--- src/rtl/rev_cla_pkg.sv ---
package rev_cla_pkg;
  // Strobes from control to datapath
  typedef struct packed {
    logic capture;   // load the output register on this edge
    logic inverse;   // select the undo chain
  } ctrlStrobe_t;
endpackage

--- src/rtl/rev_cla_gp_stage.sv ---
// Generate/propagate control gate pair: G ^= A&B, B ^= A.
// REVERSE applies the two simple gates in the opposite order (its inverse).
module rev_cla_gp_stage #(
  parameter int N = 4,
  parameter bit REVERSE = 1'b0,
  localparam int LINES = 4 * N + 1
) (
  input  logic [LINES-1:0] linesIn,
  output logic [LINES-1:0] linesOut
);
  localparam int B_LO = N;
  localparam int G_LO = 2 * N + 1;

  logic [N-1:0] opA, opB, genIn, newB, newG;

  assign opA   = linesIn[N-1:0];
  assign opB   = linesIn[B_LO +: N];
  assign genIn = linesIn[G_LO +: N];

  generate
    for (genvar i = 0; i < N; i++) begin : g_bit
      if (!REVERSE) begin : g_fwd
        // generate uses the original B, then B becomes A^B
        assign newG[i] = genIn[i] ^ (opA[i] & opB[i]);
        assign newB[i] = opB[i] ^ opA[i];
      end else begin : g_rev
        // first restore B, then clear generate with the restored B
        assign newB[i] = opB[i] ^ opA[i];
        assign newG[i] = genIn[i] ^ (opA[i] & newB[i]);
      end
    end
  endgenerate

  always_comb begin
    linesOut = linesIn;
    linesOut[B_LO +: N] = newB;
    linesOut[G_LO +: N] = newG;
  end
endmodule

--- src/rtl/rev_cla_carry_stage.sv ---
// One control gate: 2N+1 controlling lines (G, P, C0) set N carry lines.
// Self-inverse since the controlling lines pass unchanged.
module rev_cla_carry_stage #(
  parameter int N = 4,
  localparam int LINES = 4 * N + 1
) (
  input  logic [LINES-1:0] linesIn,
  output logic [LINES-1:0] linesOut
);
  localparam int B_LO  = N;
  localparam int C0_AT = 2 * N;
  localparam int G_LO  = 2 * N + 1;
  localparam int K_LO  = 3 * N + 1;

  logic [N-1:0] genBits, propBits, carryFn;
  logic carryIn;

  assign genBits  = linesIn[G_LO +: N];
  assign propBits = linesIn[B_LO +: N];
  assign carryIn  = linesIn[C0_AT];

  // carry i+1 = G_i | P_i & (carry i), expanded down to C0
  generate
    for (genvar i = 0; i < N; i++) begin : g_carry
      logic [i+1:0] term;
      assign term[0] = carryIn;
      for (genvar j = 0; j <= i; j++) begin : g_term
        assign term[j+1] = genBits[j] | (propBits[j] & term[j]);
      end
      assign carryFn[i] = term[i+1];
    end
  endgenerate

  always_comb begin
    linesOut = linesIn;
    linesOut[K_LO +: N] = linesIn[K_LO +: N] ^ carryFn;
  end
endmodule

--- src/rtl/rev_cla_sum_stage.sv ---
// Sum control gate: S_i = P_i ^ C_i, with C_0 from the carry-in line.
// Self-inverse.
module rev_cla_sum_stage #(
  parameter int N = 4,
  localparam int LINES = 4 * N + 1
) (
  input  logic [LINES-1:0] linesIn,
  output logic [LINES-1:0] linesOut
);
  localparam int B_LO  = N;
  localparam int C0_AT = 2 * N;
  localparam int K_LO  = 3 * N + 1;

  logic [N-1:0] carryInto, newB;

  generate
    for (genvar i = 0; i < N; i++) begin : g_sum
      if (i == 0) begin : g_first
        assign carryInto[i] = linesIn[C0_AT];
      end else begin : g_rest
        assign carryInto[i] = linesIn[K_LO + i - 1];
      end
      assign newB[i] = linesIn[B_LO + i] ^ carryInto[i];
    end
  endgenerate

  always_comb begin
    linesOut = linesIn;
    linesOut[B_LO +: N] = newB;
  end
endmodule

--- src/rtl/rev_cla_datapath.sv ---
module rev_cla_datapath
  import rev_cla_pkg::*;
#(
  parameter int N = 4,
  localparam int LINES = 4 * N + 1
) (
  input  logic             clk,
  input  logic             rstN,
  input  ctrlStrobe_t      strobe,
  input  logic [LINES-1:0] lineIn,
  output logic [LINES-1:0] lineOut,
  output logic             presetErr
);
  localparam int G_LO = 2 * N + 1;

  logic [LINES-1:0] fwdGp, fwdCarry, fwdSum;
  logic [LINES-1:0] invSum, invCarry, invGp;
  logic [LINES-1:0] nextLines;
  logic             nextErr;

  // forward chain
  rev_cla_gp_stage    #(.N(N), .REVERSE(1'b0)) u_fGp    (.linesIn(lineIn),   .linesOut(fwdGp));
  rev_cla_carry_stage #(.N(N))                 u_fCarry (.linesIn(fwdGp),    .linesOut(fwdCarry));
  rev_cla_sum_stage   #(.N(N))                 u_fSum   (.linesIn(fwdCarry), .linesOut(fwdSum));

  // undo chain, stages in opposite order
  rev_cla_sum_stage   #(.N(N))                 u_iSum   (.linesIn(lineIn),   .linesOut(invSum));
  rev_cla_carry_stage #(.N(N))                 u_iCarry (.linesIn(invSum),   .linesOut(invCarry));
  rev_cla_gp_stage    #(.N(N), .REVERSE(1'b1)) u_iGp    (.linesIn(invCarry), .linesOut(invGp));

  always_comb begin
    if (strobe.inverse) begin
      nextLines = invGp;
      nextErr   = |invGp[LINES-1:G_LO];
    end else begin
      nextLines = fwdSum;
      nextErr   = |lineIn[LINES-1:G_LO];
    end
  end

  always_ff @(posedge clk) begin
    if (!rstN) begin
      lineOut   <= '0;
      presetErr <= 1'b0;
    end else if (strobe.capture) begin
      lineOut   <= nextLines;
      presetErr <= nextErr;
    end
  end
endmodule

--- src/rtl/rev_cla_control.sv ---
module rev_cla_control
  import rev_cla_pkg::*;
(
  input  logic        clk,
  input  logic        rstN,
  input  logic        inValid,
  input  logic        inverse,
  output ctrlStrobe_t strobe,
  output logic        outValid
);
  always_comb begin
    strobe.capture = inValid;
    strobe.inverse = inverse;
  end

  always_ff @(posedge clk) begin
    if (!rstN) outValid <= 1'b0;
    else       outValid <= inValid;
  end
endmodule

--- src/rtl/rev_cla_adder.sv ---
module rev_cla_adder
  import rev_cla_pkg::*;
#(
  parameter int N = 4
) (
  input  logic         clk,
  input  logic         rstN,
  input  logic         inValid,
  input  logic         inverse,
  input  logic [4*N:0] lineIn,
  output logic         outValid,
  output logic [4*N:0] lineOut,
  output logic [N-1:0] sumOut,
  output logic         carryOut,
  output logic         presetErr
);
  ctrlStrobe_t strobe;

  rev_cla_control u_ctrl (
    .clk(clk), .rstN(rstN), .inValid(inValid), .inverse(inverse),
    .strobe(strobe), .outValid(outValid)
  );

  rev_cla_datapath #(.N(N)) u_dp (
    .clk(clk), .rstN(rstN), .strobe(strobe), .lineIn(lineIn),
    .lineOut(lineOut), .presetErr(presetErr)
  );

  assign sumOut   = lineOut[2*N-1:N];
  assign carryOut = lineOut[4*N];
endmodule

--- config.mk ---
export PLATFORM = sky130hd
export DESIGN_NAME = rev_cla_adder
export DESIGN_NICKNAME = d
export VERILOG_FILES = /design/src/rtl/rev_cla_pkg.sv /design/src/rtl/rev_cla_gp_stage.sv /design/src/rtl/rev_cla_carry_stage.sv /design/src/rtl/rev_cla_sum_stage.sv /design/src/rtl/rev_cla_datapath.sv /design/src/rtl/rev_cla_control.sv /design/src/rtl/rev_cla_adder.sv
export SDC_FILE = /design/constraint.sdc
export NUM_CORES = 1
export LEC_CHECK = 0
export CAP_MARGIN = 10
export CORE_UTILIZATION = 51
export DETAILED_ROUTE_END_ITERATION = 12
export GPL_TIMING_DRIVEN = 1
export PLACE_DENSITY = 0.91
export SETUP_SLACK_MARGIN = 0.1
export SLEW_MARGIN = 20
export SYNTH_ARGS = -nofsm -noshare
export SYNTH_HDL_FRONTEND = slang
export SYNTH_SLANG_ARGS = --single-unit
--- constraint.sdc ---
create_clock -name clk -period 3.5 [get_ports clk]
set_input_delay 1.05 -clock clk [delete_from_list [all_inputs] [get_ports clk]]
set_output_delay 1.05 -clock clk [all_outputs]
set_load 0.02 [all_outputs]
==> summary.txt, run 1 <==
Multi-input logic area - 970.9 µm²
CP Data Required Time - 3.69 ns
Setup TNS - 0 ns
Layout cells sized above 1 - 0.07882
Hpwl dp - 2756 µm
Clock Path Buffers - 2
DR iter-0 viols - 30
Slew Limit Fails - 0
Ant. Diodes - 0
DR pass1 iterations - 4
Placer Congestion - 0.9157
Slowest stage delay, CP - 0.48 ns
Top post-synthesis cells by area - dfxtp_1 (25%), ha_1 (8.3%), mux2i_1 (8.0%), xnor2_1 (7.0%), nor2b_1 (4.2%)
Crit path max fanout - 5
Via count - 1322
Total CTS buffers - 3
WP data arrival - 3.04 ns
Final min period - 2.850 ns
Fin crit share - 0.8144
CP max stage cell - clkdlybuf4s50_1
Warnings from Yosys - 0
Leakage - 0.7605 nW
Critical path class - in2reg
Slew headroom - 0.6071
Post-synth EDFFs - 0
Via-to-Cell Ratio - 5.650
Sequential share of power - 0.392
Seq/Total Area, Yosys - 0.2531
WL per Instance - 15.20 µm
Net count reported at finish - 235
Crit start category - input port
Syn avg cell area - 8.945 µm²
Max rail drop VDD - 0.2515 mV
IO buf count - 44
Area fraction of the dominant cell type after synthesis - 0.2531
Final ANT Viol Nets - 0
Worst slew pin tran - 0.5875 ns
Primary FF master, synth - dfxtp_1
Status - finished, final reports clean
DRT Wirelength - 3556 µm
Final Setup Violations - 0
Hold Path Class - reg2reg
DRC viols - 0
Die width - 56.28 µm
Htree depth - 1
Clock transition at path regs - 0.12 ns
Worst clock skew - 0 ns
# rows - 19
Crit-path cells - clkdlybuf4s50_1, inv_1, ha_1, nor3_1, a211oi_2, or3_4, a2111oi_4, o22ai_1
Post-cts hold buffer count - 0
Comb power frac - 0.423
Core area - 2781 µm²
Post-CTS Resized - 0
Largest net degree at the start of global routing - 21
Synth cell types - 46
Count leader, synth - dfxtp_1
Gate Count Post-Synth - 168
Post-Syn Nets - 199
Top cells by count, synth - dfxtp_1 (19), mux2i_1 (12), nand2_1 (12), xnor2_1 (12)
Area Overhead vs Synth - 27.14%
Initial antenna violation count - 0
# Max-Cap Violations - 0
Die area - 3167 µm²
Initial Utilization - 0.5403
Endpoints failing hold - 0
Clock network fraction of design power - 0.186
Flops & latches, synth - 19
Vias in the first global route - 1340
Global-route wire length before repair - 5837 µm
Total track usage - 0.2299
Clock Tree Root - clkbuf_4
Power per standard cell area - 327.1 nW/µm²
GRT Residual Overflow - 0
CTS sink count - 19
P_sw - 220.5 µW
Num ports - 45
Skew-Pair Late Insertion Delay - 0.30 ns
Crit. End Element - flop
Achievable Freq - 350.8 MHz
CTS tree - done
Sw Share - 0.3528
Dpl ws - 0.3327 ns
Unrepaired setup endpoints after global routing - no
Pint - 404.4 µW
FF+latch area - 380.4 µm²
Cell taking the most area after synthesis - dfxtp_1
Worst Slack Setup Final - 0.6496 ns
Fillcell total - 238
Die height - 56.28 µm
Async S/R FF share, synth - 0
Synthesized cell area - 1503 µm²
Post-CTS Setup Bufs - 0
-- layout by cell type, fill, tap and decap left out, types with 2 or more instances in the layout --
cell,n
dfxtp_1,19
buf_4,3
xor2_1,7
nor2b_1,10
nand3_1,3
clkbuf_4,3
o21ai_1,4
o31ai_1,3
inv_1,6
a21oi_1,7
nand2_1,12
xnor2_1,12
a31oi_1,3
ha_1,10
mux2i_1,12
o21ai_0,5
or3_1,3
nor2_1,5
clkdlybuf4s50_1,44
a211oi_2,2
nor4_1,2
nor3_1,4
inv_2,2
nor3b_1,2
-- per-stage QoR --
| stage | power, mW | hold WS (ns) | cells | utilization | cell area (µm²) |
|---|---|---|---|---|---|
| 3_5_place_dp | 0.5121 | 0.4736 | 230 | 0.6770 | 1883 |
| 4_1_cts | 0.6303 | 0.4993 | 234 | 0.6869 | 1911 |
| 5_1_grt | 0.6557 | 0.5109 | 234 | 0.6869 | 1911 |
| 3_3_place_gp | 0.5065 | 0.4686 | 230 | 0.6770 | 1883 |
| 6_report | 0.6249 | 0.4918 | 234 | 0.6869 | 1911 |
| 2_1_floorplan | 0.4225 | 0.5512 | 168 | - | 1503 |
-- metal layers --
layer	routed length [µm]	up-vias	part of all wire	track usage
met1	1494	602	0.42	0.2611
met4	55	0	0.015	0.05575
met5	0	-	0	0
li1	-	656	-	-
met2	1811	57	0.51	0.4490
met3	195	7	0.055	0.02765
-- critical path, delay by kind of cell --
family	cells	cell delay, ns
AOI/OAI and AO/OA	3	0.58
adders and majority gates	1	0.24
buffers and inverters	2	0.53
and+or+nand+nor	2	0.64
-- power by group through the flow --
stage | combinational, mW | sequential [mW] | clock, mW
3_3_place_gp | 0.258 | 0.249 | 0
4_1_cts | 0.264 | 0.245 | 0.121
6_report | 0.264 | 0.245 | 0.116
2_1_floorplan | 0.151 | 0.272 | 0
3_5_place_dp | 0.262 | 0.250 | 0
5_1_grt | 0.283 | 0.248 | 0.125
-- cells by family after synthesis --
group                      share of synthesized area
AOI/OAI and AO/OA                             0.1724
adders and majority gates                    0.08326
and+or+nand+nor                               0.1707
xor gates and xnor gates                      0.1399
DFF                                           0.2531
buffers and inverters                         0.1008
muxes                                        0.07994
-- sequential cells by signal (all words and copies together) (netlist names) --
signal	cells
u_ctrl.outValid	1
u_dp.presetErr	1
u_dp.lineOut	17
-- area by class of cell --
type,instances,share of cell area
sequential,19,0.1991
clock buffer,3,0.01179
inverter,8,0.01572
timing repair buffer,47,0.2423
tap,31,0.02030
multi-input combinational,125,0.5082
clock inverter,1,0.002620
-- final timing paths --
kind	end	slack (ns)	cells past startpoint	start
min reg2reg	u_dp.lineOut[5]$_SDFFE_PN0P_	0.49	2	u_dp.lineOut[5]$_SDFFE_PN0P_
max	u_dp.presetErr$_SDFFE_PN0P_	0.65	8	lineIn[4]
min	u_dp.lineOut[5]$_SDFFE_PN0P_	0.49	2	u_dp.lineOut[5]$_SDFFE_PN0P_
max reg2reg	u_dp.presetErr$_SDFFE_PN0P_	2.65	3	u_dp.presetErr$_SDFFE_PN0P_
Power figures use the tool's default switching activity.
==> inputs of run 2 (changes only) <==
- CORE_UTILIZATION: 51 -> 47
- PLACE_DENSITY: 0.91 -> 0.85
- clock period: 3.5 -> 3 ns (I/O delays scaled with it)
==> run 2 against run 1 <==
Setup slack worse by 0.28 ns; final cell count up 9.8%; flip-flop and latch count unchanged.
==> summary.txt, run 2 (same netlist as run 1, synthesis figures left out) <==
Final Non-Filler Cells - 257 (+9.8%)
Reg2reg path depth - 3 (unchanged)
Final Setup Violations - 0 (unchanged)
Total track usage - 0.2291 (-0.0007459)
Layout cells sized above 1 - 0.1174 (+0.03855)
Initial Utilization - 0.4922 (-0.04805)
DRC viols - 0 (unchanged)
# rows - 20 (+1)
Largest net degree at the start of global routing - 16 (-24%)
Setup TNS - 0 ns (unchanged)
CTS tree - done
DR iter-0 viols - 48 (+60%)
Net count reported at finish - 245 (+4.3%)
Crit-path cells - clkdlybuf4s50_1, inv_1, ha_1, ha_1, nand2b_1, o21ai_0, a21oi_1, a2111oi_4, o22ai_1
Clock Path Buffers - 2 (unchanged)
Via-to-Cell Ratio - 5.389 (-4.6%)
R2R Setup Slk - 2.08 ns (-0.57 ns)
WL per Instance - 13.89 µm (-8.6%)
Post-CTS Setup Bufs - 0 (unchanged)
Number of flip-flops in the largest register - 17 (unchanged)
CTS sink count - 19 (unchanged)
Htree depth - 1 (unchanged)
Area Overhead vs Synth - 33.14%
DR pass1 iterations - 4 (unchanged)
Finished Cell Area - 2001 µm² (+4.7%)
Worst Hold Launch - u_dp.lineOut[5]$_SDFFE_PN0P_
Comb power frac - 0.429 (+0.006)
Most common cell on crit path - ha_1
Final min period - 2.629 ns
Clock Tree Root - clkbuf_4
Hold Path Class - reg2reg
Pint - 482.8 µW (+19%)
Hold endpoint - u_dp.lineOut[5]$_SDFFE_PN0P_
Tot Pwr - 742.0 µW (+19%)
Sw Share - 0.3493 (-0.003522)
Hpwl dp - 2785 µm (+1.0%)
Most frequent cells in the layout - clkdlybuf4s50_1 (44), dfxtp_1 (19), buf_4 (13)
Buf+Inv Stages, Crit Path - 2 (unchanged)
Dpl ws - 0.03896 ns (-0.2937 ns)
Endpoints failing hold - 0 (unchanged)
Max rail drop VDD - 0.2182 mV (-13%)
Clock transition at path regs - 0.12 ns (about the same)
Slew headroom - 0.6934 (+0.08629)
WP data arrival - 2.83 ns (-0.21 ns)
Global-route wire length before repair - 5968 µm (+2.2%)
FF-to-FF End - u_dp.presetErr$_SDFFE_PN0P_
# Max-Cap Violations - 0 (unchanged)
Ant. Diodes - 0 (unchanged)
Total CTS buffers - 3 (unchanged)
Placed Cells - 253 (+10%)
Register bank with the most flops - u_dp.lineOut
DRT Wirelength - 3571 µm (+0.42%)
Power per standard cell area - 370.9 nW/µm² (+13%)
Worst clock skew - 0 ns (unchanged)
CP max stage cell - clkdlybuf4s50_1
Slowest stage delay, CP - 0.48 ns (about the same)
Leakage - 0.8061 nW (+6.0%)
Worst slew pin tran - 0.4585 ns (-0.1290 ns)
Unrepaired setup endpoints after global routing - no
Vias in the first global route - 1295 (-3.4%)
Slew Limit Fails - 0 (unchanged)
Die area - 3428 µm² (+8.2%)
Die height - 58.55 µm (+4.0%)
Achievable Freq - 380.4 MHz
Crit. End Element - flop
Initial antenna violation count - 0 (unchanged)
Skew-Pair Late Insertion Delay - 0.32 ns (+0.02 ns)
GRT Residual Overflow - 0 (unchanged)
Sequential share of power - 0.385 (-0.007)
Placed standard-cell area - 1974 µm² (+4.9%)
RR Startpoint - u_dp.presetErr$_SDFFE_PN0P_
Fin crit share - 0.8762
Die width - 58.55 µm (+4.0%)
Num ports - 45 (unchanged)
Hold depth - 2 (unchanged)
Clock network fraction of design power - 0.187 (about the same)
CP top delay family - compound AO/OA/AOI/OAI gates
Crit path max fanout - 4 (-1)
Worst Slack Setup Final - 0.3715 ns (-0.2781 ns)
Largest regs - u_dp.lineOut (17), u_ctrl.outValid (1), u_dp.presetErr (1)
Crit start category - input port
Via count - 1385 (+4.8%)
Critical path class - in2reg
CP Data Required Time - 3.20 ns (-0.49 ns)
P_sw - 259.2 µW (+18%)
Status - finished, final reports clean
Post-CTS Resized - 0 (unchanged)
Core area - 3053 µm² (+9.8%)
Placer Congestion - 0.9213 (+0.61%)
Final ANT Viol Nets - 0 (unchanged)
Post-cts hold buffer count - 0 (unchanged)
IO buf count - 44 (unchanged)
Commonest non-fill, non-tap cell in the layout - clkdlybuf4s50_1
-- run 2: changes by cell type in the layout (fill, tap and decap cells not counted) --
| cell | delta |
|---|---|
| clkinv_2 | -1 |
| buf_4 | +10 |
| clkbuf_1 | +1 |
-- run 2: worst register-to-register path, stage by stage, from the launching register on --
cell     delay, ns
dfxtp_1       0.37
o21ai_0       0.11
a41o_1        0.25
o22ai_1       0.12
-- run 2: routing by layer --
layer	up-vias	share of wire	global-route usage
li1	674	-	-
met1	641	0.42	0.2830
met2	55	0.49	0.3793
met3	15	0.057	0.04176
met4	0	0.032	0.1224
met5	-	0	0
-- run 2: power groups by stage --
stage	Combinational [mW]	Clock [mW]	Sequential (mW)
final	0.318	0.139	0.285
after global routing	0.345	0.149	0.288
after detailed placement	0.315	0	0.291
after floorplan	0.176	0	0.317
after global placement	0.310	0	0.291
after CTS	0.318	0.144	0.286
-- run 2: cell type report --
type                       instances  area, µm²
fill                             276       1052
multi-input combinational        125      970.9
timing repair buffer              57      538.0
sequential                        19      380.4
tap                               44      55.05
inverter                           8      30.03
clock buffer                       4      26.28
-- run 2: stage by stage --
| step | util | hold slack, ns |
|---|---|---|
| 5_1_grt | 0.6553 | 0.5143 |
| 3_3_place_gp | 0.6467 | 0.4734 |
| 2_1_floorplan | - | 0.5512 |
| 4_1_cts | 0.6553 | 0.4937 |
| 3_5_place_dp | 0.6467 | 0.4710 |
| 6_report | 0.6553 | 0.4861 |
-- run 2: how the worst max path moves through the flow --
stage	startpoint	to	slack [ns]	cells after the start
final	lineIn[4]	u_dp.presetErr$_SDFFE_PN0P_	0.37	9
after global routing	lineIn[4]	u_dp.presetErr$_SDFFE_PN0P_	0.21	9
after CTS	lineIn[0]	u_dp.lineOut[16]$_SDFFE_PN0P_	0.38	8
after detailed placement	lineIn[4]	u_dp.presetErr$_SDFFE_PN0P_	0.04	9
after global placement	lineIn[0]	u_dp.lineOut[16]$_SDFFE_PN0P_	0.1	8
after floorplan	lineIn[0]	u_dp.lineOut[16]$_SDFFE_PN0P_	0.64	7
==> inputs of run 3 (changes only) <==
- CTS_CLUSTER_DIAMETER: unset -> 30
==> results of run 3 <==
Same layout as run 2: the final DEF is identical, and so are final timing and power.
